<file path="src/rtl/dram_dcas_pkg.sv">
package dram_dcas_pkg;
  typedef enum logic [2:0] {
    CK_IDLE  = 3'd0,
    CK_READ  = 3'd1,
    CK_BREAD = 3'd2,
    CK_EWR   = 3'd3,
    CK_LWR   = 3'd4,
    CK_RONLY = 3'd5,
    CK_CBR   = 3'd6,
    CK_HID   = 3'd7
  } cyc_kind_e;
endpackage

</file>
<file path="src/rtl/dcas_merge.sv">
module dcas_merge (
  input  logic       clk_i,
  input  logic       rst_ni,
  input  logic       lcas_ni,
  input  logic       ucas_ni,
  output logic       cas_act_o,
  output logic       cas_fall_o,
  output logic [1:0] lane_low_o
);
  logic cas_q;
  assign lane_low_o = {~ucas_ni, ~lcas_ni};
  // first lane down opens, last lane up closes
  assign cas_act_o  = |lane_low_o;
  assign cas_fall_o = cas_act_o & ~cas_q;
  always_ff @(posedge clk_i or negedge rst_ni)
    if (!rst_ni) cas_q <= 1'b0;
    else         cas_q <= cas_act_o;
endmodule

</file>
<file path="src/rtl/rfsh_ctr.sv">
module rfsh_ctr #(
  parameter int W = 10
) (
  input  logic         clk_i,
  input  logic         rst_ni,
  input  logic         inc_i,
  output logic [W-1:0] cnt_o
);
  always_ff @(posedge clk_i or negedge rst_ni)
    if (!rst_ni)    cnt_o <= '0;
    else if (inc_i) cnt_o <= cnt_o + W'(1);
endmodule

</file>
<file path="src/rtl/cell_array.sv">
module cell_array #(
  parameter int LANE_W = 8,
  parameter int LANES  = 2,
  parameter int IDX_W  = 6
) (
  input  logic                    clk_i,
  input  logic [LANES-1:0]        wr_i,
  input  logic [IDX_W-1:0]        widx_i,
  input  logic [LANES*LANE_W-1:0] wdata_i,
  input  logic [IDX_W-1:0]        ridx_i,
  output logic [LANES*LANE_W-1:0] rdata_o
);
  localparam int DEPTH = 1 << IDX_W;
  for (genvar g = 0; g < LANES; g++) begin : g_lane
    logic [LANE_W-1:0] mem [DEPTH];
    always_ff @(posedge clk_i)
      if (wr_i[g]) mem[widx_i] <= wdata_i[g*LANE_W +: LANE_W];
    assign rdata_o[g*LANE_W +: LANE_W] = mem[ridx_i];
  end
endmodule

</file>
<file path="src/rtl/dram_dcas_dec.sv">
module dram_dcas_dec
  import dram_dcas_pkg::*;
#(
  parameter int ADDR_W    = 10,
  parameter int LANE_W    = 8,
  parameter int ARR_ROW_W = 3,
  parameter int ARR_COL_W = 3
) (
  input  logic                      clk_i,
  input  logic                      rst_ni,
  input  logic                      ras_ni,
  input  logic                      lcas_ni,
  input  logic                      ucas_ni,
  input  logic                      we_ni,
  input  logic                      oe_ni,
  input  logic [ADDR_W-1:0]         addr_i,
  input  logic [2*LANE_W-1:0]       din_i,
  output logic [2*LANE_W-1:0]       dout_o,
  output logic [1:0]                dq_oe_o,
  output logic [2:0]                kind_o,
  output logic                      rfsh_o,
  output logic [ADDR_W-1:0]         rfsh_row_o
);
  localparam int LANES  = 2;
  localparam int DATA_W = LANES * LANE_W;
  localparam int IDX_W  = ARR_ROW_W + ARR_COL_W;

  logic             cas_act, cas_fall;
  logic [LANES-1:0] lane_low;
  logic [ADDR_W-1:0] ctr;
  logic [DATA_W-1:0] rdata;

  logic ras_q, row_ok_q, cbr_q, acc_q, read_q;
  logic [ARR_ROW_W-1:0] row_q;
  logic [ARR_COL_W-1:0] col_q;
  cyc_kind_e kind_q, kind_d;

  dcas_merge u_merge (
    .clk_i, .rst_ni, .lcas_ni, .ucas_ni,
    .cas_act_o(cas_act), .cas_fall_o(cas_fall), .lane_low_o(lane_low)
  );

  logic ras_fall, cbr_start, row_start, acc_ok, col_start, read_d, wr_en;
  logic [ARR_COL_W-1:0] col_now;
  logic [LANES-1:0] wr_lane, oe_d;

  assign ras_fall  = ras_q & ~ras_ni;
  assign cbr_start = ras_fall & cas_act;
  assign row_start = ras_fall & ~cas_act;
  assign acc_ok    = ~ras_ni & row_ok_q;
  assign col_start = cas_fall & acc_ok;
  assign col_now   = col_start ? addr_i[ARR_COL_W-1:0] : col_q;
  assign read_d    = col_start ? we_ni : (cas_act & read_q);
  assign wr_en     = acc_ok & ~we_ni & (col_start | acc_q);
  assign wr_lane   = {LANES{wr_en}} & lane_low;
  assign oe_d      = {LANES{read_d & ~oe_ni & we_ni}} & lane_low;

  rfsh_ctr #(.W(ADDR_W)) u_ctr (.clk_i, .rst_ni, .inc_i(cbr_start), .cnt_o(ctr));

  cell_array #(.LANE_W(LANE_W), .LANES(LANES), .IDX_W(IDX_W)) u_arr (
    .clk_i,
    .wr_i   (wr_lane),
    .widx_i ({row_q, col_now}),
    .wdata_i(din_i),
    .ridx_i ({row_q, addr_i[ARR_COL_W-1:0]}),
    .rdata_o(rdata)
  );

  always_comb begin
    kind_d = kind_q;
    if (cbr_start)                       kind_d = read_q ? CK_HID : CK_CBR;
    else if (row_start)                  kind_d = CK_RONLY;
    else if (col_start)                  kind_d = !we_ni ? CK_EWR :
                                                  (&lane_low ? CK_READ : CK_BREAD);
    else if (read_q && !we_ni && acc_ok) kind_d = CK_LWR;
    else if (ras_ni && !cas_act)         kind_d = CK_IDLE;
  end

  always_ff @(posedge clk_i or negedge rst_ni) begin
    if (!rst_ni) begin
      ras_q      <= 1'b1;
      row_ok_q   <= 1'b0;
      cbr_q      <= 1'b0;
      acc_q      <= 1'b0;
      read_q     <= 1'b0;
      row_q      <= '0;
      col_q      <= '0;
      kind_q     <= CK_IDLE;
      dout_o     <= '0;
      dq_oe_o    <= '0;
      rfsh_o     <= 1'b0;
      rfsh_row_o <= '0;
    end else begin
      ras_q    <= ras_ni;
      row_ok_q <= row_start | (row_ok_q & ~ras_ni);
      cbr_q    <= cbr_start | (cbr_q & ~ras_ni);
      acc_q    <= col_start | (acc_q & cas_act);
      read_q   <= read_d;
      if (row_start) row_q <= addr_i[ARR_ROW_W-1:0];
      if (col_start) col_q <= addr_i[ARR_COL_W-1:0];
      if (col_start && we_ni) dout_o <= rdata;
      kind_q  <= kind_d;
      dq_oe_o <= oe_d;
      rfsh_o  <= ras_fall;
      if (ras_fall) rfsh_row_o <= cas_act ? ctr : addr_i;
    end
  end

  assign kind_o = kind_q;
endmodule

</file>
<file path="config.mk">
export PLATFORM = sky130hd
export DESIGN_NAME = dram_dcas_dec
export DESIGN_NICKNAME = d
export VERILOG_FILES = /design/src/rtl/dram_dcas_pkg.sv /design/src/rtl/dcas_merge.sv /design/src/rtl/rfsh_ctr.sv /design/src/rtl/cell_array.sv /design/src/rtl/dram_dcas_dec.sv
export SDC_FILE = /design/constraint.sdc
export NUM_CORES = 1
export LEC_CHECK = 0
export CORE_ASPECT_RATIO = 1.1
export CORE_UTILIZATION = 30
export DETAILED_ROUTE_END_ITERATION = 12
export GPL_TIMING_DRIVEN = 0
export PLACE_DENSITY = 0.55
export RECOVER_POWER = 25
export SYNTH_ARGS = -nofsm -noshare
export SYNTH_HDL_FRONTEND = slang
export SYNTH_HIERARCHICAL = 1
export SYNTH_SLANG_ARGS = --single-unit
</file>
<file path="constraint.sdc">
create_clock -name clk_i -period 2.7 [get_ports clk_i]
set_input_delay 0.405 -clock clk_i [delete_from_list [all_inputs] [get_ports clk_i]]
set_output_delay 0.405 -clock clk_i [all_outputs]
set_load 0.1 [all_outputs]
</file>
# Word-level counts from Yosys, hierarchy flattened
# Memories as Yosys holds them, arrays and structs flattened. A register that Yosys moved wholly into a read port is not among the register bits.
# Cells that the tools add are included.
totals:
  reg_bits: 37
  latch_bits: 0
  mem_bits_rw: 1024
  romBits: 0
  in_bits: 33
  output_inout_bits: 32
  wordCells: 65
  n_memories: 2
op_classes:
  n_addsub: 1
  n_mul: 0
  n_div: 0
  n_lt_le_gt_ge: 0
  eq_ne: 0
  shifts: 0
  n_mux: 15
  bitwise: 24
  reduce_logical: 11
memory_table:
  columns: ["name", "words", "word_bits", "rd", "rd_ports_with_merged_regs", "wr", "line_no", "rtl"]
  rows:
  - ["u_arr.g_lane[0].mem", 64, 8, 1, 1, 1, "cell_array.sv:15", "logic [LANE_W-1:0] mem [DEPTH];"]
  - ["u_arr.g_lane[1].mem", 64, 8, 1, 1, 1, "cell_array.sv:15", null]
ops:
  columns: ["op", "n"]
  rows:
  - ["3-bit 2-to-1 mux", 6]
  - ["1-bit bitwise AND", 12]
  - ["10-bit by 1-bit adder with 10-bit output (second input constant)", 1]
  - ["10-bit 2-to-1 mux", 1]
  - ["1-bit inverter", 7]
  - ["1-bit 2-to-1 mux", 6]
  - ["5-bit nonzero test", 1]
  - ["2-bit bitwise AND", 2]
  - ["1-bit logical AND", 4]
  - ["1-bit zero test", 4]
  - ["2-bit 2-to-1 mux", 2]
  - ["1-bit OR", 3]
  - ["2-bit AND reduction", 1]
  - ["2-bit OR reduction", 1]

# Depth between registers and ports, before layout
depth:
  ltp_word: 9
  mapped_depth: 11
  depth_no_buf: 8

# By module
# Netlist, hierarchy kept.
by_module_without_submodules:
  columns: ["mod", "n_inst", "cells_each", "area_each_um2", "seq_area_each_um2"]
  rows:
  - ["cell_array", 1, 1886, 39953.3, 30749.5]
  - ["dram_dcas_dec", 1, 142, 1808.0, 1052.3]
  - ["rfsh_ctr", 1, 35, 430.4, 250.2]
  - ["dcas_merge", 1, 5, 45.0, 25.0]

# Worst setup path after synthesis
# Ideal clock, no wire load.
synth_timing:
  path_kind: "input port to flip-flop"
  startpoint: "input ucas_ni"
  endpoint: "memory u_arr.g_lane[1].mem[42][0], enable pin"
  setup_time_ps: 371
  t_arrival_ps: 2479
  t_required_ps: 2329
  slack_ps: -150
  stages: 11
  path_buffers: 3
  cell_sequence: "a21oi_2 -> and3b_1 -> buf_6 -> nand2_1 -> nand2_1 -> clkbuf_1 -> or3b_2 -> clkbuf_1 -> inv_1 -> nand2_1 -> nor2_1"
synth_between:
  word_cells_on_any_way: 10
synth_rtl:
  columns: ["element", "line_no", "rtl"]
  rows:
  - ["start, declared", "dram_dcas_dec.sv:13", "input logic ucas_ni,"]
  - ["1-bit inverter", "dcas_merge.sv:11", "assign lane_low_o = {~ucas_ni, ~lcas_ni};"]
  - ["2-bit OR reduction", "dcas_merge.sv:13", "assign cas_act_o = |lane_low_o;"]
  - ["1-bit bitwise AND", "dcas_merge.sv:14", "assign cas_fall_o = cas_act_o & ~cas_q;"]
  - ["1-bit bitwise AND", "dram_dcas_dec.sv:51", "assign col_start = cas_fall & acc_ok;"]
  - ["3-bit 2-to-1 mux", null, null]
  - ["via col_now[1]", "dram_dcas_dec.sv:44", "logic [ARR_COL_W-1:0] col_now;"]
  - ["end, declared", "cell_array.sv:15", null]
# The timed path passes the listed nets, and every way through them passes these cells.

==> flow_summary_export.csv <==
group,metric,value,unit
clock_tree,cts-root-buf,"clkbuf_16",
setup_path,start_kind,"input port",
finish,final_common_cell,"edfxtp_1",
power,p_sw,9.53,mW
drt,drc_errors,0,
sta,clock_skew,0.0389,ns
power,swShare,25.2,%
logic_synthesis,ys_seq_elements,1077,
global_routing,track_usage,16.8,%
drt,ant_nets,0,
finish,final_cells,4240,
power,p_comb_share,11.2,%
logic_synthesis,synth_warnings,6,
logic_synthesis,ys.flop_type,"edfxtp_1",
logic_synthesis,syn_area,0.0422,mm2
drt,drt_iter0_markers,2423,
finish,final_cell_mix,"1024 x edfxtp_1, 220 x mux4_2, 129 x nor2_4",
sta,finalMaxSlewViolations,159,
placement,place_inst,3974,
clock_tree,clkSlewWorstSetupHoldPaths,0.06,ns
clock_tree,htreeDepth,3,
logic_synthesis,synth_cells,2068,
clock_tree,cts_buffer_depth,3,
clock_tree,cts_made_buffers,109,
placement,portBuffers,64,
sta,maxSlewHeadroom,-51.1,%
die,fp.dieW,360,um
setup_path,critPathArrivalTime,3.27,ns
clock_tree,cts_sinks,1077,
power,p_int,28.3,mW
die,rows,144,
drt,drt_first_pass_iters,5,
die,core_area,0.140,mm2
sta,hold_ws,0.148,ns
drt,vias_per_cell,5.21,
drt,wl,121000,um
sta,timing.final.ws_setup,-0.0198,ns
sta,min_period,2.72,ns
die,die_area,0.142,mm2
drt,detail_route.wl_per_cell,28.6,um
logic_synthesis,synthArstFlopShare,4.92,%
job,cap_violations,4,
finish,final_nets,2357,
global_routing,grt_pass1_wl,169000,um
placement,place.detailed.hpwl,80700,um
sta,min_period_over_period,101,%
global_routing,overflow,0,
run_status,violations,"max-capacitance violations, max-slew violations, negative setup slack",
finish,area_growth,21.7,%
setup_path,crit_fanout,10,
die,start_util,30.2,%
run_status,status,"complete, but fails checks",
logic_synthesis,syn_nets,2102,
finish,layout-drive-gt1-share,33.1,%
finish,fin_area,0.0514,mm2
sta,tightest_slew,2.27,ns
sta,max_freq,368,MHz
logic_synthesis,synth_seq_area_share,75.9,%
power,p_per_area,736,mW/mm2
clock_tree,clock_latency,0.69,ns
setup_path,end_kind,"register",
power,ir_drop,0.518,mV
min_path,min_path_type,"input port to register",
finish,nFillCells,12708,
placement,dpl_cell_area,0.0455,mm2
setup_path,cp.required,3.25,ns
clock_tree,cts_tree,"built",
sta,rsz0062_at_grt,"true",
power,power_frac_seq,49.1,%
global_routing,grt_start_max_net_pins,55,
die,die_h,396,um
sta,setup_viol,3,
drt,num_vias,22109,
logic_synthesis,yosysUniqueCellTypes,58,
die,pin_count,65,
setup_path,worstSetupPathType,"input port to register",
logic_synthesis,synth_edf_count,1024,
sta,finalHoldViolCount,0,
global_routing,antenna_found_initial,0,
power,p_clk_share,39.7,%
power,p_leak,16.2,nW
placement,gp_congestion,0.899,
global_routing,grt_pass1_vias,22248,
logic_synthesis,syn_avg_cell_area,20.4,um2
## area by class of cell
| type | instances | area [um2] | share of cell area, % |
|---|---|---|---|
| inverters | 16 | 60.1 | 0.117 |
| clock inverters | 66 | 722 | 1.40 |
| clock buffers | 136 | 2830 | 5.50 |
| flip-flops and latches | 1077 | 32100 | 62.4 |
| repair buffers | 151 | 1770 | 3.45 |
| well taps | 1825 | 2280 | 4.44 |
| plain buffers | 110 | 915 | 1.78 |
| diodes | 1 | 2.50 | 0.00487 |
| multi-input cells | 858 | 10800 | 20.9 |
## what timing repair did
item / 4_1_cts / 5_1_grt
endpoints found under the setup margin: 1043 / 831
hold buffers: 1 / 0
resized for setup: 376 / 55
pin swaps: 43 / 22
buffers inserted: 56 / 13
hold endpoints to repair: 19 / 0
## registers in the layout, summed over array words and instances (netlist names), 2 cells and up
name,cells
row_q,3
kind_o,3
dq_oe_o,2
rfsh_row_o,10
u_ctr/cnt_o,10
col_q,3
u_arr/g_lane.mem,1024
dout_o,16
## routing by layer
metal  vias to the layer above  part of all wire (%)  routed length [um]  GRT usage (%)
met1                     11781                    40               48200           22.2
li1                       9072                     -                   -              -
met4                         0                   3.3                4020           5.99
met3                       194                   8.5               10200           3.43
met5                         -                     0                   0              0
met2                      1062                    48               58600           27.4
## final timing paths
| check | startpoint | to | slack (ns) | depth (start not counted) |
|---|---|---|---|---|
| max reg2reg | row_q[0] | dout_o[5] | 0.01 | 8 |
| min | addr_i[2] | row_q[2] | 0.15 | 2 |
| min reg2reg | u_ctr/cnt_o[9] | u_ctr/cnt_o[9] | 0.47 | 1 |
| max | addr_i[0] | dout_o[7] | -0.02 | 11 |
| min in group asynchronous | rst_ni | rfsh_row_o[0] | 0.24 | 2 |
| max in group asynchronous | rst_ni | dout_o[8] | 1.87 | 3 |
## power groups by stage
stage | Combinational [mW] | Clock, mW | Sequential (mW)
2_1_floorplan | 1.50 | 0 | 19.5
3_3_place_gp | 3.68 | 0 | 18.9
3_5_place_dp | 3.78 | 0 | 18.9
4_1_cts | 4.18 | 15.3 | 18.6
5_1_grt | 4.36 | 15.9 | 18.6
6_report | 4.25 | 15.0 | 18.6
## worst max-delay path, cell delays in order
cell and delay (ns):
clkdlybuf4s15_2 0.36, buf_6 0.19, buf_6 0.21, buf_12 0.23
buf_8 0.21, nand2_2 0.23, a211oi_1 0.34, a221oi_1 0.14
a221oi_2 0.45, a311oi_1 0.17, mux2_4 0.33
## cell usage after synthesis, types with 13 or more instances
| cell type | n | area, um2 |
|---|---|---|
| nor2_1 | 148 | 556 |
| edfxtp_1 | 1024 | 30700 |
| a22oi_1 | 60 | 450 |
| buf_2 | 31 | 155 |
| nand3_1 | 28 | 140 |
| dfrtp_1 | 52 | 1300 |
| clkbuf_1 | 41 | 154 |
| buf_4 | 16 | 120 |
| mux2i_1 | 98 | 981 |
| mux4_2 | 220 | 4950 |
| nor2b_1 | 29 | 181 |
| a211oi_1 | 14 | 105 |
| nand2_1 | 65 | 244 |
| mux2_2 | 22 | 248 |
| a311oi_1 | 13 | 114 |
| inv_1 | 16 | 60.1 |
| a221oi_1 | 15 | 131 |
## through the flow
stage	setup TNS (ns)	setup slack, ns	utilization [%]	power, mW
floorplan	0	0.0312	-	21.0
finish	-0.0492	-0.0198	36.8	37.8
CTS	-0.218	-0.0205	36.5	38.0
global placement	-1958.11	-2.06	32.3	22.6
detailed placement	-1620.63	-2.16	32.5	22.7
global route	-0.136	-0.0129	36.8	38.8
## cell families after synthesis
group           share of synthesized area, %
fa+ha+maj                             0.0296
flops                                   75.9
mux                                     15.2
xor+xnor                               0.187
compound gates                          2.95
simple gates                            3.75
buf+inv                                 1.93
(Power assumes the default switching activity.)
